`src/rtl/chr_comp_pkg.sv`:
```
package chr_comp_pkg;
  // Board variants (static strap)
  typedef enum logic [1:0] {
    BV_PLAIN = 2'd0,
    BV_SWAP  = 2'd1,
    BV_MERGE = 2'd2,
    BV_RSVD  = 2'd3
  } board_t;

  // Write-port register selects
  typedef enum logic [1:0] {
    SEL_CTRL  = 2'd0,
    SEL_OUTER = 2'd1,
    SEL_LATCH = 2'd2,
    SEL_NONE  = 2'd3
  } wsel_t;

  // Control bits kept from the control register
  typedef struct packed {
    logic whole8k;    // bit 6
    logic latch_off;  // bit 5
    logic small_win;  // bit 4
  } ctrl_t;

  localparam int SLOTS      = 8;
  localparam int SLOT_SHIFT = 3;
  localparam int SLOT_KB_W  = 10;
endpackage

```
`src/rtl/chr_cfg_regs.sv`:
```
module chr_cfg_regs
  import chr_comp_pkg::*;
#(
  parameter int DATA_W  = 8,
  parameter int OUTER_W = 8,
  parameter int LATCH_W = 2
) (
  input  logic               clk,
  input  logic               rst,
  input  logic               wr_en,
  input  logic [1:0]         wr_sel,
  input  logic [DATA_W-1:0]  wr_data,
  output ctrl_t              ctrl_q,
  output logic [OUTER_W-1:0] outer_q,
  output logic [LATCH_W-1:0] latch_q
);
  wsel_t sel;
  assign sel = wsel_t'(wr_sel);

  always_ff @(posedge clk) begin
    if (rst) begin
      ctrl_q  <= '0;
      outer_q <= '0;
      latch_q <= '0;
    end else if (wr_en) begin
      case (sel)
        SEL_CTRL:  ctrl_q  <= '{whole8k: wr_data[6], latch_off: wr_data[5], small_win: wr_data[4]};
        SEL_OUTER: outer_q <= wr_data[OUTER_W-1:0];
        SEL_LATCH: latch_q <= wr_data[LATCH_W-1:0];
        default: ;
      endcase
    end
  end

  assert_reset_clears_R1: assert property (@(posedge clk)
    rst |=> (ctrl_q == '0 && outer_q == '0 && latch_q == '0));

  assert_outer_lands_R2: assert property (@(posedge clk) disable iff (rst)
    (wr_en && wr_sel == 2'd1) |=> outer_q == $past(wr_data[OUTER_W-1:0]));

  assert_sel3_ignored_R9: assert property (@(posedge clk) disable iff (rst)
    (wr_en && wr_sel == 2'd3) |=> ($stable(ctrl_q) && $stable(outer_q) && $stable(latch_q)));
endmodule

```
`src/rtl/chr_bank_mix.sv`:
```
module chr_bank_mix
  import chr_comp_pkg::*;
#(
  parameter int OUTER_W = 8,
  parameter int LATCH_W = 2
) (
  input  logic               clk,
  input  logic               rst,
  input  logic [1:0]         variant,
  input  ctrl_t              ctrl,
  input  logic [OUTER_W-1:0] outer,
  input  logic [LATCH_W-1:0] latch,
  output logic [OUTER_W-1:0] bank
);
  localparam logic [OUTER_W-1:0] FULL_MASK  = OUTER_W'((1 << LATCH_W) - 1);
  localparam logic [OUTER_W-1:0] SMALL_MASK = FULL_MASK >> 1;

  board_t             bv;
  logic               has_latch;
  logic [OUTER_W-1:0] mask;
  logic [OUTER_W-1:0] latch_ext;

  assign bv        = board_t'(variant);
  assign latch_ext = OUTER_W'(latch);

  always_comb begin
    has_latch = (bv == BV_SWAP) || (bv == BV_MERGE);
    if (!has_latch || ctrl.latch_off) mask = '0;
    else if (ctrl.small_win)          mask = SMALL_MASK;
    else                              mask = FULL_MASK;
  end

  always_comb begin
    if (bv == BV_MERGE) bank = outer | (latch_ext & mask);
    else                bank = (outer & ~mask) | (latch_ext & mask);
  end

  assert_no_latch_R4: assert property (@(posedge clk) disable iff (rst)
    (ctrl.latch_off || variant == 2'd0 || variant == 2'd3) |-> bank == outer);

  assert_swap_high_kept_R5: assert property (@(posedge clk) disable iff (rst)
    (variant == 2'd1) |-> ((bank & ~FULL_MASK) == (outer & ~FULL_MASK)));

  assert_merge_keeps_outer_R6: assert property (@(posedge clk) disable iff (rst)
    (variant == 2'd2) |-> ((bank & outer) == outer));
endmodule

```
`src/rtl/chr_slot_pages.sv`:
```
module chr_slot_pages
  import chr_comp_pkg::*;
#(
  parameter int OUTER_W = 8,
  parameter int PAGE_W  = 10
) (
  input  logic [OUTER_W-1:0] bank,
  output logic [PAGE_W-1:0]  pages [SLOTS]
);
  localparam int FULL_W = OUTER_W + SLOT_SHIFT;

  for (genvar s = 0; s < SLOTS; s++) begin : g_slot
    logic [FULL_W-1:0] full;
    assign full     = {bank, SLOT_SHIFT'(s)};
    assign pages[s] = PAGE_W'(full);   // modulo power-of-two ROM size
  end
endmodule

```
`src/rtl/chr8k_composer.sv`:
```
module chr8k_composer
  import chr_comp_pkg::*;
#(
  parameter int DATA_W     = 8,
  parameter int OUTER_W    = 8,
  parameter int LATCH_W    = 2,
  parameter int CHR_ROM_KB = 1024,
  localparam int PAGE_W    = $clog2(CHR_ROM_KB),
  localparam int ADDR_W    = PAGE_W + SLOT_KB_W
) (
  input  logic                    clk,
  input  logic                    rst,
  input  logic [1:0]              board_variant,
  input  logic                    wr_en,
  input  logic [1:0]              wr_sel,
  input  logic [DATA_W-1:0]       wr_data,
  input  logic [12:0]             ppu_addr,
  output logic                    chr8k_active,
  output logic [SLOTS*PAGE_W-1:0] slot_pages,
  output logic [ADDR_W-1:0]       chr_addr
);
  ctrl_t              ctrl_q;
  logic [OUTER_W-1:0] outer_q;
  logic [LATCH_W-1:0] latch_q;
  logic [OUTER_W-1:0] bank;
  logic [PAGE_W-1:0]  pages [SLOTS];

  chr_cfg_regs #(.DATA_W(DATA_W), .OUTER_W(OUTER_W), .LATCH_W(LATCH_W)) u_regs (
    .clk(clk), .rst(rst), .wr_en(wr_en), .wr_sel(wr_sel), .wr_data(wr_data),
    .ctrl_q(ctrl_q), .outer_q(outer_q), .latch_q(latch_q)
  );

  chr_bank_mix #(.OUTER_W(OUTER_W), .LATCH_W(LATCH_W)) u_mix (
    .clk(clk), .rst(rst), .variant(board_variant), .ctrl(ctrl_q),
    .outer(outer_q), .latch(latch_q), .bank(bank)
  );

  chr_slot_pages #(.OUTER_W(OUTER_W), .PAGE_W(PAGE_W)) u_pages (
    .bank(bank), .pages(pages)
  );

  assign chr8k_active = ctrl_q.whole8k;

  for (genvar s = 0; s < SLOTS; s++) begin : g_flat
    assign slot_pages[s*PAGE_W +: PAGE_W] = pages[s];
  end

  assign chr_addr = {pages[ppu_addr[12:10]], ppu_addr[9:0]};

  assert_offset_passes_R8: assert property (@(posedge clk) disable iff (rst)
    chr_addr[SLOT_KB_W-1:0] == ppu_addr[SLOT_KB_W-1:0]);

  assert_pages_hold_R7: assert property (@(posedge clk) disable iff (rst)
    !wr_en |=> ($stable(board_variant) -> $stable(slot_pages)));
endmodule

```
`config.mk`:
```
export PLATFORM = sky130hd
export DESIGN_NAME = chr8k_composer
export DESIGN_NICKNAME = d
export VERILOG_FILES = /design/src/rtl/chr_comp_pkg.sv /design/src/rtl/chr_cfg_regs.sv /design/src/rtl/chr_bank_mix.sv /design/src/rtl/chr_slot_pages.sv /design/src/rtl/chr8k_composer.sv
export SDC_FILE = /design/constraint.sdc
export NUM_CORES = 1
export LEC_CHECK = 0
export BUFFER_PORTS_ARGS = -buffer_cell sky130_fd_sc_hd__buf_4
export CAP_MARGIN = 20
export CORE_MARGIN = 5
export CORE_UTILIZATION = 33
export CTS_CLUSTER_SIZE = 28
export DETAILED_ROUTE_END_ITERATION = 10
export GPL_ROUTABILITY_DRIVEN = 0
export PLACE_DENSITY = 0.77
export SYNTH_ARGS = -nofsm -noshare
export SYNTH_HDL_FRONTEND = slang
export SYNTH_SLANG_ARGS = --single-unit
```
`constraint.sdc`:
```
create_clock -name clk -period 1.5 [get_ports clk]
set_input_delay 0.225 -clock clk [delete_from_list [all_inputs] [get_ports clk]]
set_output_delay 0.225 -clock clk [all_outputs]
set_load 0.005 [all_outputs]
```
Word level (Yosys, flattened, before mapping). Cells that the tools add are included. W data, S select, Z words.

Equality and inequality tests: 4. Reduce and logical (&&, ||, !) cells: 7. Order comparisons: 1. Bitwise operators: 6. Muxes and demuxes: 6.

Operator list (number): $bmux W10 S3 (1); $mux W10 (2); $or A7 B7 Y7 (2); $and A2 B7 Y7 (1); $and A7 B7 Y7 (1); $mux W7 (1); $not A7 Y7 (1); $reduce_and A2 Y1 (3); $eq A2 B1 Y1 const B (2); $eq A2 B2 Y1 const B (2); $ge A4 B4 Y1 const B (1); $mux W2 (2); $not A3 Y4 (1); $logic_not A2 Y1 (1); $logic_or A1 B1 Y1 (2); $logic_not A1 Y1 (1).

Logic and storage cells: 29. Bits in registers: 12.

Longest topological paths before layout.
Word-level depth: 12. Depth in mapped cells: 5. Depth with buffers taken out: 4.

Cells and area by module. Synthesis repeated with hierarchy kept, for this count alone.

Cell total of the unflattened synthesis: 195. Area, all modules: 2028.2 µm².

Modules (own cells, without submodules): chr8k_composer (sequential area each 0.0 µm², times used 1, area an instance 747.0 µm², cells each 45); chr_slot_pages (sequential area each 0.0 µm², times used 1, area an instance 608.1 µm², cells each 82); chr_cfg_regs (sequential area each 260.2 µm², times used 1, area an instance 570.5 µm², cells each 54); chr_bank_mix (sequential area each 0.0 µm², times used 1, area an instance 102.6 µm², cells each 14).

Least setup slack after synthesis. OpenSTA, ideal clock, no wires.

Path kind: input -> output. Start: input port board_variant[0]. End: output port slot_pages[13]. Stages: 5. Buffers on the path: 1. Arrival: 1392 ps. Path slack: -117 ps. Cell sequence: inv_1 -> ha_1 -> or3_2 -> a22o_1 -> buf_4.

Cells in the longest elaborated chain, start to end: 9.

Ends and longest elaborated chain: from (decl) (RTL line chr8k_composer.sv:13) `input logic [1:0] board_variant,`; $eq A2 B1 Y1 or $eq A2 B2 Y1 (tied branches) (RTL line chr_bank_mix.sv:27, chr_bank_mix.sv:34); $logic_or A1 B1 Y1 (RTL line chr_bank_mix.sv:27) `has_latch = (bv == BV_SWAP) || (bv == BV_MERGE);`; $logic_not A1 Y1 (RTL line chr_bank_mix.sv:28) `if (!has_latch || ctrl.latch_off) mask = '0;`; $logic_or A1 B1 Y1 (RTL line chr_bank_mix.sv:28); $mux W2 (RTL line chr_bank_mix.sv:28); $not A7 Y7 (RTL line chr_bank_mix.sv:35) `else bank = (outer & ~mask) | (latch_ext & mask);`; $and A7 B7 Y7 (RTL line chr_bank_mix.sv:35); $or A7 B7 Y7 (RTL line chr_bank_mix.sv:35); $mux W7 (*) (RTL line chr_bank_mix.sv:34) `if (bv == BV_MERGE) bank = outer | (latch_ext & mask);`; to (decl) (RTL line chr8k_composer.sv:19) `output logic [SLOTS*PAGE_W-1:0] slot_pages,`.

Mark *: on every way between the ends. The rest lies on a longest branch, timed or not.

Worst setup path after layout.
Start: register u_regs.ctrl_q[0] (netlist name). End: output port chr_addr[14].

Cells in the longest elaborated chain, start to end: 9.

Ends and longest elaborated chain: $mux W2 (*) (RTL line chr_bank_mix.sv:29) `else if (ctrl.small_win) mask = SMALL_MASK;`; $mux W2 (*) (RTL line chr_bank_mix.sv:28); $not A7 Y7 (RTL line chr_bank_mix.sv:35); $and A7 B7 Y7 (RTL line chr_bank_mix.sv:35); $or A7 B7 Y7 (RTL line chr_bank_mix.sv:35); $mux W7 (*) (RTL line chr_bank_mix.sv:34); $bmux W10 S3 (*) (RTL line chr8k_composer.sv:48) `assign chr_addr = {pages[ppu_addr[12:10]], ppu_addr[9:0]};`; $mux W10 (not written as such) (*) (2 in series) (RTL line chr8k_composer.sv:48); to (decl) (RTL line chr8k_composer.sv:20) `output logic [ADDR_W-1:0] chr_addr`.

Mark *: on every way between the ends. The rest lies on a longest branch, timed or not. The select of a mux whose other input is x is not followed.

==> results.py <==
metrics = {
    "clock_network": {
        "cts_hold_buf": 0,
        "clock_tree.htree_level_count": 1,
        "clk_latency_ns": 0.24,
        "clk_path_buf_depth": 2,
        "tritoncts_clock_tree": "built",
        "cts.reportedPaths.clkPinSlew_ns": 0.06,
        "cts-buffers-inserted": 3,
        "clockRootBuffer": "clkbuf_8",
        "post-cts-setup-buffer-count": 0,
        "cts.sinks": 12,
    },
    "global_route": {
        "first_global_vias": 678,
        "grt_antenna_before_repair": 0,
        "gr_usage_total_pct": 7.549,
        "gr-total-overflow": 0,
        "maximum_number_of_pins_on_one_net_before_global_route_repair": 20,
        "grt_pass1_wl_um": 3111,
    },
    "yosys": {
        "ys_seq_elements": 12,
        "syn_area_per_cell_um2": 8.448,
        "yosysUniqueCellTypes": 17,
        "post_syn_area_um2": 1326,
        "ys_seq_area_share_pct": 18.11,
        "synthesis.instances": 157,
        "ys.warnings.count": 0,
    },
    "setup_path": {
        "r2r.worst_path.cells": 2,
        "critPathCaptureType": "output port",
        "critical_path.startpoint_type": "flip-flop",
        "timing.critical_path.arrival_ns": 1.51,
        "worst_path_dominant_cell_family": "simple AND/OR/NAND/NOR gates",
        "worstPathRequired_ns": 1.27,
        "crit_reg_reg_startpoint": "u_regs.outer_q[5]",
        "critical_path.slowest_cell": "or4_4",
        "worst_path_largest_cell_delay_ns": 0.54,
        "critical_path_buf_inv_count": 1,
        "ff_to_ff_setup_slack_ns": 0.71,
        "worstReg2RegEnd": "u_regs.outer_q[5]",
        "setup.worst_path.start": "u_regs.ctrl_q[0]",
        "cp_max_fo": 5,
        "critical_path_class": "reg -> out",
        "crit_chain": "or4_4 > a22o_4 > buf_6",
    },
    "place": {
        "dpl.cell_count": 208,
        "portBuffers": 77,
        "placed_area_um2": 1344,
        "dpl.hpwl_um": 1995,
    },
    "layout": {
        "fillers": 417,
        "finish.instance_area_um2": 1536,
        "synthToLayoutAreaGrowth_pct": 15.85,
        "antenna-diode-count": 0,
        "finalNonFillerCells": 214,
        "design.final.nets": 194,
        "post_route_cells_drive_above_1_share_pct": 57.93,
    },
    "sta": {
        "hold_slack_ns": 0.2513,
        "setup_viol_count_final": 18,
        "report.final.slew_viol_count": 0,
        "min_period_over_period_pct": 115.5,
        "final_period_minus_worst_setup_slack_ns": 1.732,
        "max_clock_freq_mhz": 577.4,
        "grt_setup_unrepaired": "yes",
        "report.final.hold_viol_count": 0,
        "fin_skew_ns": 0,
        "post-route-worst-setup-slack_ns": -0.2318,
    },
    "pwr": {
        "leakagePower_uw": 0.0008153,
        "totalPowerFinal_uw": 975.3,
        "pwr_density_cell_nw_per_um2": 634.7,
        "vdd.ir_drop.worst_v": 0.0002214,
    },
    "hold_path": {
        "timing.hold.worst.class": "in -> reg",
        "worstHoldStart": "wr_data[3]",
        "timing.hold.worst_path_depth": 3,
        "min_delay_worst_endpoint": "u_regs.outer_q[3]",
    },
    "drt": {
        "drt-initial-drc-count": 21,
        "final_antenna_net_count": 0,
        "via_per_inst": 3.771,
        "post-route-drc-count": 0,
        "route.final.wire_length_um": 2565,
        "detail_route.wl_per_cell_um": 11.99,
        "1st_pass_router_iterations": 3,
        "detailroute.via_count": 807,
    },
    "die": {
        "die-area_um2": 5387,
        "ioPinCount": 129,
        "floorplan.core_area_um2": 3943,
        "initial_core_util_pct": 33.64,
        "fp.dieH_um": 73.40,
        "die_w_um": 73.40,
        "rows": 23,
    },
    "job": {
        "maxCapViolCount": 0,
    },
    "status": {
        "run_status": "complete, but fails checks",
        "violations_in_the_final_reports": "negative setup slack",
    },
}
==> flip-flops by register name, summed over array words and instances (netlist names) <==
| name | count |
|---|---|
| u_regs.ctrl_q | 3 |
| u_regs.outer_q | 7 |
| u_regs.latch_q | 2 |
==> logic make-up (layout without fill, tap and decap cells) <==
family,after synthesis,count (layout),synth area share [%]
adder cells (fa/ha/maj),1,1,0.9432
multiplexers,12,12,9.057
AND/OR/NAND/NOR,27,27,13.68
buffers and inverters,101,84,56.32
flip-flops,12,12,18.11
other,2,24,0.5662
AO/OA/AOI/OAI,2,4,1.321
==> metal layers <==
| metal | GRT usage, % | wire length (um) |
|---|---|---|
| met5 | 0 | 0 |
| met4 | 4.225 | 41 |
| met3 | 2.599 | 345 |
| met2 | 11.92 | 1231 |
| met1 | 8.882 | 946 |
==> synthesized netlist by cell type <==
cell | n | area [um^2]
ha_1 | 1 | 12.51
inv_1 | 1 | 3.750
nor2_1 | 1 | 3.750
dfxtp_1 | 12 | 240.2
a22o_1 | 2 | 17.52
nand3b_1 | 1 | 7.510
nand2b_1 | 18 | 112.6
conb_1 | 2 | 7.510
or4_1 | 1 | 7.510
clkbuf_1 | 2 | 7.510
mux2i_1 | 12 | 120.1
buf_4 | 98 | 735.7
nor3_1 | 1 | 5.000
and3b_1 | 2 | 17.52
or2b_1 | 1 | 7.510
nor3b_2 | 1 | 12.51
or3_2 | 1 | 7.510
==> stage by stage <==
step / utilization, % / setup WS, ns / TNS (ns)
floorplan: - / 0.004745 / 0
global placement: 34.08 / -0.1629 / -2.613
detailed placement: 34.08 / -0.1786 / -2.852
CTS: 36.69 / -0.2567 / -4.108
global route: 38.97 / -0.2658 / -3.073
finish: 38.97 / -0.2318 / -2.538
==> where the power goes <==
| group | leakage, uW | internal (uW) | switching, uW | total (uW) |
|---|---|---|---|---|
| Combinational | 0.000688 | 163 | 106 | 269 |
| Sequential | 0.0000988 | 329 | 18.4 | 348 |
| Clock | 0.0000288 | 232 | 127 | 359 |
==> area by class of cell <==
class	instances	area, um^2	share of cell area, %
Timing Repair Buffer	79	668.1	43.49
Multi-Input combinational cell	68	499.2	32.49
Sequential cell	12	245.2	15.96
Tap cell	50	62.56	4.072
Clock buffer	4	55.05	3.583
Inverter	1	6.256	0.4072
==> cells in the final DEF, fill, tap and decap left out <==
| master | synthesis | layout |
|---|---|---|
| dfxtp_1 | 12 | 10 |
| buf_4 | 98 | 59 |
| conb_1 | 2 | 24 |
| a22o_4 | 0 | 4 |
| nor2_1 | 1 | 1 |
| nand2b_1 | 18 | 18 |
| nand3b_1 | 1 | 1 |
| ha_4 | 0 | 1 |
| or4_4 | 0 | 1 |
| nor3_2 | 0 | 1 |
| buf_6 | 0 | 20 |
| nor3b_2 | 1 | 1 |
| dfxtp_4 | 0 | 1 |
| and3b_1 | 2 | 2 |
| or3_4 | 0 | 1 |
| or2b_1 | 1 | 1 |
| dfxtp_2 | 0 | 1 |
| clkbuf_8 | 0 | 4 |
| inv_4 | 0 | 1 |
| mux2i_1 | 12 | 12 |
==> how the worst max path moves through the flow <==
stage	to	cells after the start
after floorplan	slot_pages[13]	5
after global placement	chr_addr[14]	6
after detailed placement	chr_addr[14]	6
after CTS	chr_addr[14]	6
after global routing	chr_addr[14]	3
final	chr_addr[14]	3
==> tightest hold or removal path: stages <==
cell and delay, ns:
buf_4 0.11, nand2b_1 0.05, mux2i_1 0.06
==> repair_timing <==
action / CTS / global route
endpoints found under the setup margin: 18 / 18
gates resized for setup: 10 / 20
cloned: 1 / 1
pin swaps: 4 / 7
hold endpoints to repair: 0 / 0
Note: power is estimated with default switching activity, not from simulation.
